===== config.mk =====
export PLATFORM = sky130hd
export DESIGN_NAME = serial_rx_core
export DESIGN_NICKNAME = d
export VERILOG_FILES = /design/src/rtl/rx_pkg.sv /design/src/rtl/rx_frame_fsm.sv /design/src/rtl/rx_holding.sv /design/src/rtl/serial_rx_core.sv
export SDC_FILE = /design/constraint.sdc
export NUM_CORES = 1
export LEC_CHECK = 0
export BUFFER_PORTS_ARGS = -buffer_cell sky130_fd_sc_hd__buf_2
export CAP_MARGIN = 20
export CORE_UTILIZATION = 36
export CTS_BUF_LIST = sky130_fd_sc_hd__clkbuf_16
export CTS_CLUSTER_DIAMETER = 80
export DETAILED_ROUTE_END_ITERATION = 12
export PLACE_DENSITY = 0.63
export SETUP_SLACK_MARGIN = 0.5
export SLEW_MARGIN = 20
export SYNTH_ARGS = -nofsm -noshare
export SYNTH_HDL_FRONTEND = slang
export SYNTH_SLANG_ARGS = --single-unit
export TNS_END_PERCENT = 20

===== constraint.sdc =====
create_clock -name clk -period 2.65 [get_ports clk]
set_input_delay 0.3975 -clock clk [delete_from_list [all_inputs] [get_ports clk]]
set_output_delay 0.3975 -clock clk [all_outputs]
set_load 0.02 [all_outputs]

===== src/rtl/rx_pkg.sv =====
// Shared definitions for the asynchronous receiver.
// Assumes at most 64 ticks per bit.
package rx_pkg;
    localparam int F_X16 = 16;
    localparam int F_X64 = 64;
    localparam int CNT_W = $clog2(F_X64);

    typedef enum logic [1:0] {
        ST_IDLE,
        ST_START,
        ST_BITS,
        ST_HOLD
    } rx_state_e;
endpackage


===== src/rtl/rx_frame_fsm.sv =====
// Bit timing and character assembly.
// Hunts for a start edge, confirms it at mid-bit (x16/x64), samples each bit
// at its centre and reports completion in the stop-bit sample cycle.
// Assumes rxd is synchronous to clk and mode inputs are stable per character.
module rx_frame_fsm
    import rx_pkg::*;
#(
    parameter int DATA_W = 8
) (
    input  logic              clk,
    input  logic              rst_n,
    input  logic              tick,
    input  logic              rxd,
    input  logic [1:0]        baud_sel,
    input  logic              par_en,
    output logic              done,
    output logic [DATA_W:0]   frame_bits,
    output logic              stop_bit,
    output logic              release_hold
);
    localparam int IDX_W = $clog2(DATA_W + 2);

    rx_state_e         state;
    logic [CNT_W-1:0]  cnt;
    logic [IDX_W-1:0]  idx;
    logic [DATA_W:0]   shreg;
    logic [CNT_W-1:0]  lim_bit;
    logic [CNT_W-1:0]  lim_half;
    logic              one_x;
    logic [IDX_W-1:0]  last_idx;
    logic              at_sample;

    // Decode the ticks-per-bit select into counter limits.
    always_comb begin
        case (baud_sel)
            2'b00:   begin lim_bit = '0;                 one_x = 1'b1; end
            2'b01:   begin lim_bit = CNT_W'(F_X16 - 1);  one_x = 1'b0; end
            default: begin lim_bit = CNT_W'(F_X64 - 1);  one_x = 1'b0; end
        endcase
        lim_half = lim_bit >> 1;
        last_idx = IDX_W'(DATA_W) + IDX_W'(par_en);
        at_sample = (state == ST_BITS) && tick && (cnt == lim_bit);
    end

    // Completion and hold-release strobes seen by the holding stage.
    always_comb begin
        done         = at_sample && (idx == last_idx);
        stop_bit     = rxd;
        frame_bits   = shreg;
        release_hold = (state == ST_HOLD) && tick && rxd;
    end

    // Receive sequencer: start hunt, start check, bit sampling, wait-for-high.
    always_ff @(posedge clk) begin
        if (!rst_n) begin
            state <= ST_IDLE;
            cnt   <= '0;
            idx   <= '0;
            shreg <= '0;
        end else if (tick) begin
            case (state)
                ST_IDLE: begin
                    if (!rxd) begin
                        shreg <= '0;
                        idx   <= '0;
                        cnt   <= '0;
                        state <= one_x ? ST_BITS : ST_START;
                    end
                end
                ST_START: begin
                    if (cnt == lim_half) begin
                        cnt   <= '0;
                        state <= rxd ? ST_IDLE : ST_BITS;
                    end else begin
                        cnt <= cnt + 1'b1;
                    end
                end
                ST_BITS: begin
                    if (cnt == lim_bit) begin
                        cnt <= '0;
                        if (idx == last_idx) begin
                            state <= rxd ? ST_IDLE : ST_HOLD;
                        end else begin
                            shreg[idx] <= rxd;
                            idx        <= idx + 1'b1;
                        end
                    end else begin
                        cnt <= cnt + 1'b1;
                    end
                end
                default: begin
                    if (rxd) state <= ST_IDLE;
                end
            endcase
        end
    end

    AST_NO_MOVE_WITHOUT_TICK: assert property (@(posedge clk) disable iff (!rst_n)
        !tick |=> $stable(state) && $stable(cnt));

    AST_FALSE_START_DROPPED: assert property (@(posedge clk) disable iff (!rst_n)
        (state == ST_START) && tick && rxd && (cnt == lim_half) |=> !done && (state == ST_IDLE));
endmodule


===== src/rtl/rx_holding.sv =====
// Holding register, ready handshake, sticky error flags and break flag.
// Takes completion strobes from the sequencer in the cycle of the stop sample.
// Assumes par_en/par_even are stable while a character is received.
module rx_holding #(
    parameter int DATA_W = 8
) (
    input  logic              clk,
    input  logic              rst_n,
    input  logic              done,
    input  logic [DATA_W:0]   frame_bits,
    input  logic              stop_bit,
    input  logic              release_hold,
    input  logic              par_en,
    input  logic              par_even,
    input  logic              rd_data,
    input  logic              err_clr,
    output logic [DATA_W-1:0] data,
    output logic              rdy,
    output logic              pe,
    output logic              fe,
    output logic              oe,
    output logic              brk
);
    logic par_bad;
    logic all_low;

    // Judge parity and break on the completed frame.
    always_comb begin
        par_bad = par_en && ((^frame_bits) ^ ~par_even);
        all_low = (frame_bits == '0) && !stop_bit;
    end

    // Data register and ready handshake.
    always_ff @(posedge clk) begin
        if (!rst_n) begin
            data <= '0;
            rdy  <= 1'b0;
        end else if (done) begin
            data <= frame_bits[DATA_W-1:0];
            rdy  <= 1'b1;
        end else if (rd_data) begin
            rdy  <= 1'b0;
        end
    end

    // Sticky error flags; a new error wins over a clear in the same cycle.
    always_ff @(posedge clk) begin
        if (!rst_n) begin
            pe <= 1'b0;
            fe <= 1'b0;
            oe <= 1'b0;
        end else begin
            pe <= (pe && !err_clr) || (done && par_bad);
            fe <= (fe && !err_clr) || (done && !stop_bit);
            oe <= (oe && !err_clr) || (done && rdy && !rd_data);
        end
    end

    // Break flag: set on an all-low frame, dropped when the line goes high.
    always_ff @(posedge clk) begin
        if (!rst_n)                brk <= 1'b0;
        else if (done && all_low)  brk <= 1'b1;
        else if (release_hold)     brk <= 1'b0;
    end

    AST_RDY_AFTER_DONE: assert property (@(posedge clk) disable iff (!rst_n)
        done |=> rdy);

    AST_OVERRUN_NEEDS_FULL: assert property (@(posedge clk) disable iff (!rst_n)
        $rose(oe) |-> $past(rdy));

    AST_FE_STICKY: assert property (@(posedge clk) disable iff (!rst_n)
        fe && !err_clr |=> fe);

    AST_BRK_WITH_FE: assert property (@(posedge clk) disable iff (!rst_n)
        $rose(brk) |-> fe);
endmodule


===== src/rtl/serial_rx_core.sv =====
// Top of the asynchronous receiver: sequencer plus holding stage, and the
// status byte {dsr, brk, fe, oe, pe, 0, 0, rdy}.
// Assumes rxd is synchronous to clk; rxc_en gives one tick per high cycle.
module serial_rx_core #(
    parameter int DATA_W = 8
) (
    input  logic              clk,
    input  logic              rst_n,
    input  logic              rxc_en,
    input  logic              rxd,
    input  logic [1:0]        baud_sel,
    input  logic              par_en,
    input  logic              par_even,
    input  logic              dsr,
    input  logic              rd_data,
    input  logic              err_clr,
    output logic [DATA_W-1:0] rx_data,
    output logic              rx_rdy,
    output logic [7:0]        status,
    output logic              brk_det
);
    logic            done;
    logic [DATA_W:0] frame_bits;
    logic            stop_bit;
    logic            release_hold;
    logic            pe, fe, oe;

    rx_frame_fsm #(.DATA_W(DATA_W)) u_fsm (
        .clk(clk), .rst_n(rst_n), .tick(rxc_en), .rxd(rxd),
        .baud_sel(baud_sel), .par_en(par_en), .done(done),
        .frame_bits(frame_bits), .stop_bit(stop_bit),
        .release_hold(release_hold)
    );

    rx_holding #(.DATA_W(DATA_W)) u_hold (
        .clk(clk), .rst_n(rst_n), .done(done), .frame_bits(frame_bits),
        .stop_bit(stop_bit), .release_hold(release_hold), .par_en(par_en),
        .par_even(par_even), .rd_data(rd_data), .err_clr(err_clr),
        .data(rx_data), .rdy(rx_rdy), .pe(pe), .fe(fe), .oe(oe), .brk(brk_det)
    );

    // Assemble the status byte.
    always_comb status = {dsr, brk_det, fe, oe, pe, 2'b00, rx_rdy};

    AST_DSR_LEVEL: assert property (@(posedge clk) disable iff (!rst_n)
        status[7] == dsr);
endmodule


==> results of run 1 <==
power by group through the flow:
stage	Sequential, mW	Combinational [mW]	Clock, mW
detailed placement	0.533	0.153	0
finish	0.524	0.169	0.645
global placement	0.533	0.153	0
floorplan	0.532	0.113	0
global route	0.525	0.185	0.683
CTS	0.522	0.158	0.656
cell type report:
cell class / instances / area (µm²) / area share
multi-input cells: 168 / 1220 / 0.514
clock inverters: 3 / 37.5 / 0.0158
well taps: 72 / 90.1 / 0.0378
repair buffers: 29 / 158 / 0.0662
clock buffers: 5 / 125 / 0.0525
inverters: 17 / 63.8 / 0.0268
flip-flops and latches: 34 / 683 / 0.287
registers in the layout, indices dropped and copies added (netlist names):
register / flops
u_fsm.cnt: 6
u_fsm.frame_bits: 9
u_fsm.idx: 4
u_fsm.state: 2
u_hold.brk: 1
u_hold.data: 8
u_hold.fe: 1
u_hold.oe: 1
u_hold.pe: 1
u_hold.rdy: 1
per-layer routing:
metal,vias to the layer above,track usage
li1,863,-
met1,801,0.205
met2,40,0.262
met3,4,0.0341
met4,0,0.0585
met5,-,0
cells by family (layout without fill, tap and decap cells):
group	Yosys count	after routing	synth area share
xor+xnor	7	7	0.0299
compound gates	41	41	0.142
mux	18	18	0.0941
fa+ha+maj	14	14	0.0855
buf+inv	35	54	0.0855
other cells	1	2	0.00183
flops	34	34	0.332
simple gates	86	86	0.228
layout by cell type, fill, tap and decap left out, drive strengths merged, types with 4 or more instances in the layout:
| master | count |
|---|---|
| nor2b | 4 |
| o21ai | 9 |
| o221ai | 4 |
| dfxtp | 34 |
| xnor2 | 4 |
| nor4 | 5 |
| mux2i | 18 |
| a21oi | 10 |
| nor2 | 16 |
| inv | 19 |
| ha | 14 |
| nand3 | 13 |
| clkbuf | 5 |
| nand2b | 5 |
| buf | 29 |
| nand2 | 22 |
| or3 | 5 |
metrics by stage:
step / area [µm²] / instances
CTS: 2350 / 326
global route: 2380 / 328
finish: 2380 / 328
floorplan: 2050 / 237
global placement: 2170 / 318
detailed placement: 2170 / 318
worst max-delay path by stage:
stage / startpoint / to / slack, ps / cells after the start
2_1_floorplan: u_fsm.state[0] / u_fsm.frame_bits[8] / 670 / 8
3_3_place_gp: u_fsm.state[0] / u_hold.brk / 470 / 7
3_5_place_dp: u_fsm.state[0] / u_hold.brk / 410 / 7
4_1_cts: u_fsm.state[0] / u_fsm.idx[0] / 500 / 7
5_1_grt: u_fsm.state[0] / u_fsm.idx[0] / 470 / 7
6_report: u_fsm.state[0] / u_fsm.idx[0] / 580 / 7
what timing repair did:
| item | 4_1_cts | 5_1_grt |
|---|---|---|
| endpoints found under the setup margin | 6 | 10 |
| setup buffers | 0 | 2 |
| hold buffers | 0 | 0 |
| pin swaps | 0 | 1 |
| resized for setup | 3 | 4 |
worst min-delay path, delay by kind of cell:
kind                   cells  cell delay [ps]
AOI/OAI and AO/OA          1               60
and+or+nand+nor            1              110
buffers and inverters      1               70
==> results.yml, run 1 <==
critical_path:
  slowest_delay_ps: 410
  endpoint_kind: "flip-flop"
  crit_slowest_cell: "or4_1"
  regToRegSetupSlack_ps: 580
  r2r_start: "u_fsm.state[0]"
  critical_path_class: "flip-flop to flip-flop"
  path_cells: "inv_1 > ha_1 > a21boi_2 > o21ai_1 > or2_4 > or4_1 > a21oi_1"
  reg2reg_depth: 7
  cp_max_fo: 11
  cp_data_required_time_ps: 2850
  critical_path_arrival_ps: 2260
  crit_buf_inv: 1
  start_kind: "flip-flop"
  r2r-end: "u_fsm.idx[0]"
  crit_family: "simple AND/OR/NAND/NOR gates"
die:
  ios: 29
  initial_core_util: 0.372
  die_h_um: 77.4
  die_area_mm2: 0.00600
  coreArea_mm2: 0.00551
  die_x_um: 77.4
  rows: 27
logic_synthesis:
  ys_warn_count: 0
  yosys-top-cells-count: "dfxtp_1 (34), nand2_1 (22), mux2i_1 (17), inv_1 (16), nor2_1 (15)"
  syn_area_mm2: 0.00205
  ys_ff_latch: 34
  netlist.area_leader.share: 0.332
  synthCells: 236
  synth_cell_types: 52
  synth-async-reset-ratio: 0
  synth_area_leader_cell: "dfxtp_1"
  synth_ff_type: "dfxtp_1"
  yosysSeqAreaShare: 0.332
  syn-mean-instance-area_um2: 8.68
  synth.most_common_cell: "dfxtp_1"
  synth-edff-count: 0
  synth_area_leaders: "dfxtp_1 (33%), ha_1 (8.6%), mux2i_1 (8.3%)"
route:
  drt_first_iter_violations: 135
  wl_met3_um: 188
  num_vias: 1708
  postRouteAntennaNets: 0
  routed_wl_um: 4520
  drt_pass1_iterations: 4
  met2_length_um: 2110
  wire_per_inst_um: 13.8
  viasPerCell: 5.21
  top_layer: "met4"
  met1_length_um: 2180
  drc_errors: 0
power_and_ir_drop:
  p_sw_mw: 0.325
  total_power_mw: 1.34
  ir_drop_uv: 286
  p_int_mw: 1.01
  p_clk_frac: 0.482
  p_comb_frac: 0.127
  p_sw_frac: 0.243
  pwr_density_cell_mw_per_mm2: 562
  p_seq_frac: 0.392
  leakage_nw: 1.00
timing:
  post-route-period-util: 0.779
  worst_slew_pin_slew_ps: 778
  hold_violations: 0
  timing.final.ws_setup_ps: 585
  rsz0062_at_grt: "false"
  setup_tns_ps: 0
  slew_headroom: 0.481
  drv_slew: 0
  fin_crit_ps: 2070
  finClkSkew_ps: 2.42
  max_freq_ghz: 0.484
  setup_viol: 0
  hold_ws_ps: 416
placed_design:
  place_congestion: 0.789
  dp_slack_ps: 407
  portBuffers: 24
  hpwlAfterDp_um: 3140
job:
  cap_violations: 0
clock_network:
  clkLatencyLatePin_ps: 280
  cts_buffer_depth: 2
  clk_pin_slew_ps: 50
  cts_tree: "yes"
  htree_levels: 2
  cts_made_buffers: 5
  cts.sink_count: 34
  cts_root_buf: "clkbuf_16"
finish:
  fin_util: 0.432
  area_delta_synth_final_pct: 16.2
  final_layout_size_suffix_gt1_frac: 0.191
  fill_cells: 530
  antenna_cells: 0
  final_nets: 280
worst_hold_path:
  min_from: "rd_data"
  min_path_type: "input pin to flip-flop"
  hold_depth: 3
  min_to: "u_hold.rdy"
global_routing:
  grt_use_total: 0.160
  grt_pass1_wl_um: 7620
  grt_antenna_before_repair: 0
  grt_max_degree: 23
  grt_pass1_vias: 1622
  grt-ovfl-total: 0
outcome:
  status: "finished, final reports clean"
(Power assumes the default switching activity.)
==> inputs of run 2 (changes only) <==
PLACE_DENSITY = 0.65   (was 0.63)
clock period = 1.74 ns   (was 2.65 ns; I/O delays follow)
==> results.yml, run 2 (same netlist as run 1, synthesis figures left out) <==
die:
  rows: 27
  die_x_um: 77.4
  ios: 29
  die_h_um: 77.4
  die_area_mm2: 0.00600
  initial_core_util: 0.372
  coreArea_mm2: 0.00551
route:
  routed_wl_um: 4730
  wire_per_inst_um: 13.2
  num_vias: 1844
  viasPerCell: 5.15
  drt_first_iter_violations: 129
  drt_pass1_iterations: 4
  drc_errors: 0
  postRouteAntennaNets: 0
timing:
  timing.final.ws_setup_ps: -93.8
  setup_viol: 8
  rsz0062_at_grt: "true"
  hold_violations: 0
  max_freq_ghz: 0.545
  post-route-period-util: 1.05
  drv_slew: 0
  hold_ws_ps: 290
  finClkSkew_ps: 4.99
  fin_crit_ps: 1830
placed_design:
  placedCellCount: 348
  place_congestion: 0.817
  hpwlAfterDp_um: 3440
  dp_slack_ps: -108
  portBuffers: 24
power_and_ir_drop:
  ir_drop_uv: 376
  pwr_density_cell_mw_per_mm2: 849
  total_power_mw: 2.31
  leakage_nw: 1.17
critical_path:
  endpoint_kind: "flip-flop"
  crit_end: "u_fsm.idx[0]"
  cp_max_fo: 4
  critical_path_arrival_ps: 2050
  critPathLaunch: "u_fsm.cnt[0]"
  r2r_start: "u_fsm.cnt[0]"
  critical_path_class: "flip-flop to flip-flop"
  reg2reg_depth: 6
  r2r-end: "u_fsm.idx[0]"
  start_kind: "flip-flop"
  regToRegSetupSlack_ps: -90
  cp_data_required_time_ps: 1950
finish:
  final_nets: 310
  antenna_cells: 0
  fill_cells: 492
  mostFrequentLayoutCells: "buf_4 (33), dfxtp_1 (30), buf_2 (24)"
  final_layout_size_suffix_gt1_frac: 0.336
  instances_no_fill: 358
  final_common_cell: "buf_4"
  area_delta_synth_final_pct: 32.8
  largest_reg_flops: 9
clock_network:
  cts_made_buffers: 5
  cts.sink_count: 34
  htree_levels: 2
  clkLatencyLatePin_ps: 280
  cts_root_buf: "clkbuf_16"
  cts_buffer_depth: 2
  cts_hold_buf: 0
  cts_tree: "yes"
  clk_pin_slew_ps: 60
outcome:
  failed_checks: "negative setup slack"
  status: "finished, violations left"
worst_hold_path:
  min_path_type: "input pin to flip-flop"
global_routing:
  grt_antenna_before_repair: 0
  grt_pass1_wl_um: 7720
  grt_max_degree: 15
  grt-ovfl-total: 0
  grt_use_total: 0.162
  grt_pass1_vias: 1705
job:
  cap_violations: 0
[run 2: changes by cell type in the layout (fill, tap and decap cells not counted), moves of 2 or more]
| cell | change |
|---|---|
| inv_1 | -4 |
| nand3_1 | -2 |
| buf_4 | +28 |
| nand3_2 | +2 |
| dfxtp_1 | -2 |
| dfxtp_2 | +2 |
[run 2: how the worst min path moves through the flow]
stage               start         end  slack [ps]  cells past startpoint
2_1_floorplan     err_clr   u_hold.pe         440                      2
3_3_place_gp    u_hold.pe   u_hold.pe         450                      2
3_5_place_dp   u_hold.brk  u_hold.brk         470                      2
4_1_cts           rd_data  u_hold.rdy         270                      3
5_1_grt           err_clr   u_hold.pe         310                      3
6_report          rd_data  u_hold.rdy         290                      3
[run 2: metal layers]
metal / vias up / track usage / share of wire
met5: - / 0 / 0
met4: 0 / 0.0623 / 0.019
met3: 9 / 0.0294 / 0.032
met2: 43 / 0.271 / 0.47
met1: 874 / 0.206 / 0.47
li1: 918 / - / -
[run 2: stage by stage]
| stage | cell area [µm²] | utilization | TNS, ps |
|---|---|---|---|
| floorplan | 2100 | - | 0 |
| global placement | 2430 | 0.442 | -193 |
| detailed placement | 2430 | 0.442 | -721 |
| CTS | 2680 | 0.486 | -448 |
| global route | 2720 | 0.494 | -1270 |
| finish | 2720 | 0.494 | -258 |
[run 2: where the power goes]
group	internal (mW)	leakage (nW)	switching (mW)
clock	0.823	0.0940	0.356
combinational	0.150	0.803	0.189
sequential	0.787	0.276	0.00479
[run 2: worst max-delay path, cell delays in order (launching register included)]
cell	delay, ps
dfxtp_2	310
or3_4	390
mux2i_4	250
buf_6	150
nand2_4	40
or4_4	480
a21oi_2	150
[run 2: area by class of cell]
type / count / area (µm²) / share of cell area
multi-input combinational: 168 / 1290 / 0.473
sequential: 34 / 686 / 0.252
timing repair buffer: 59 / 394 / 0.145
clock buffer: 5 / 125 / 0.0460
tap: 72 / 90.1 / 0.0331
clock inverter: 3 / 68.8 / 0.0253
inverter: 17 / 68.8 / 0.0253
[run 2: repair_timing]
item	4_1_cts	5_1_grt
setup endpoints to repair	34	34
pin swaps	3	9
gates resized for setup	9	10
setup buffers	2	0
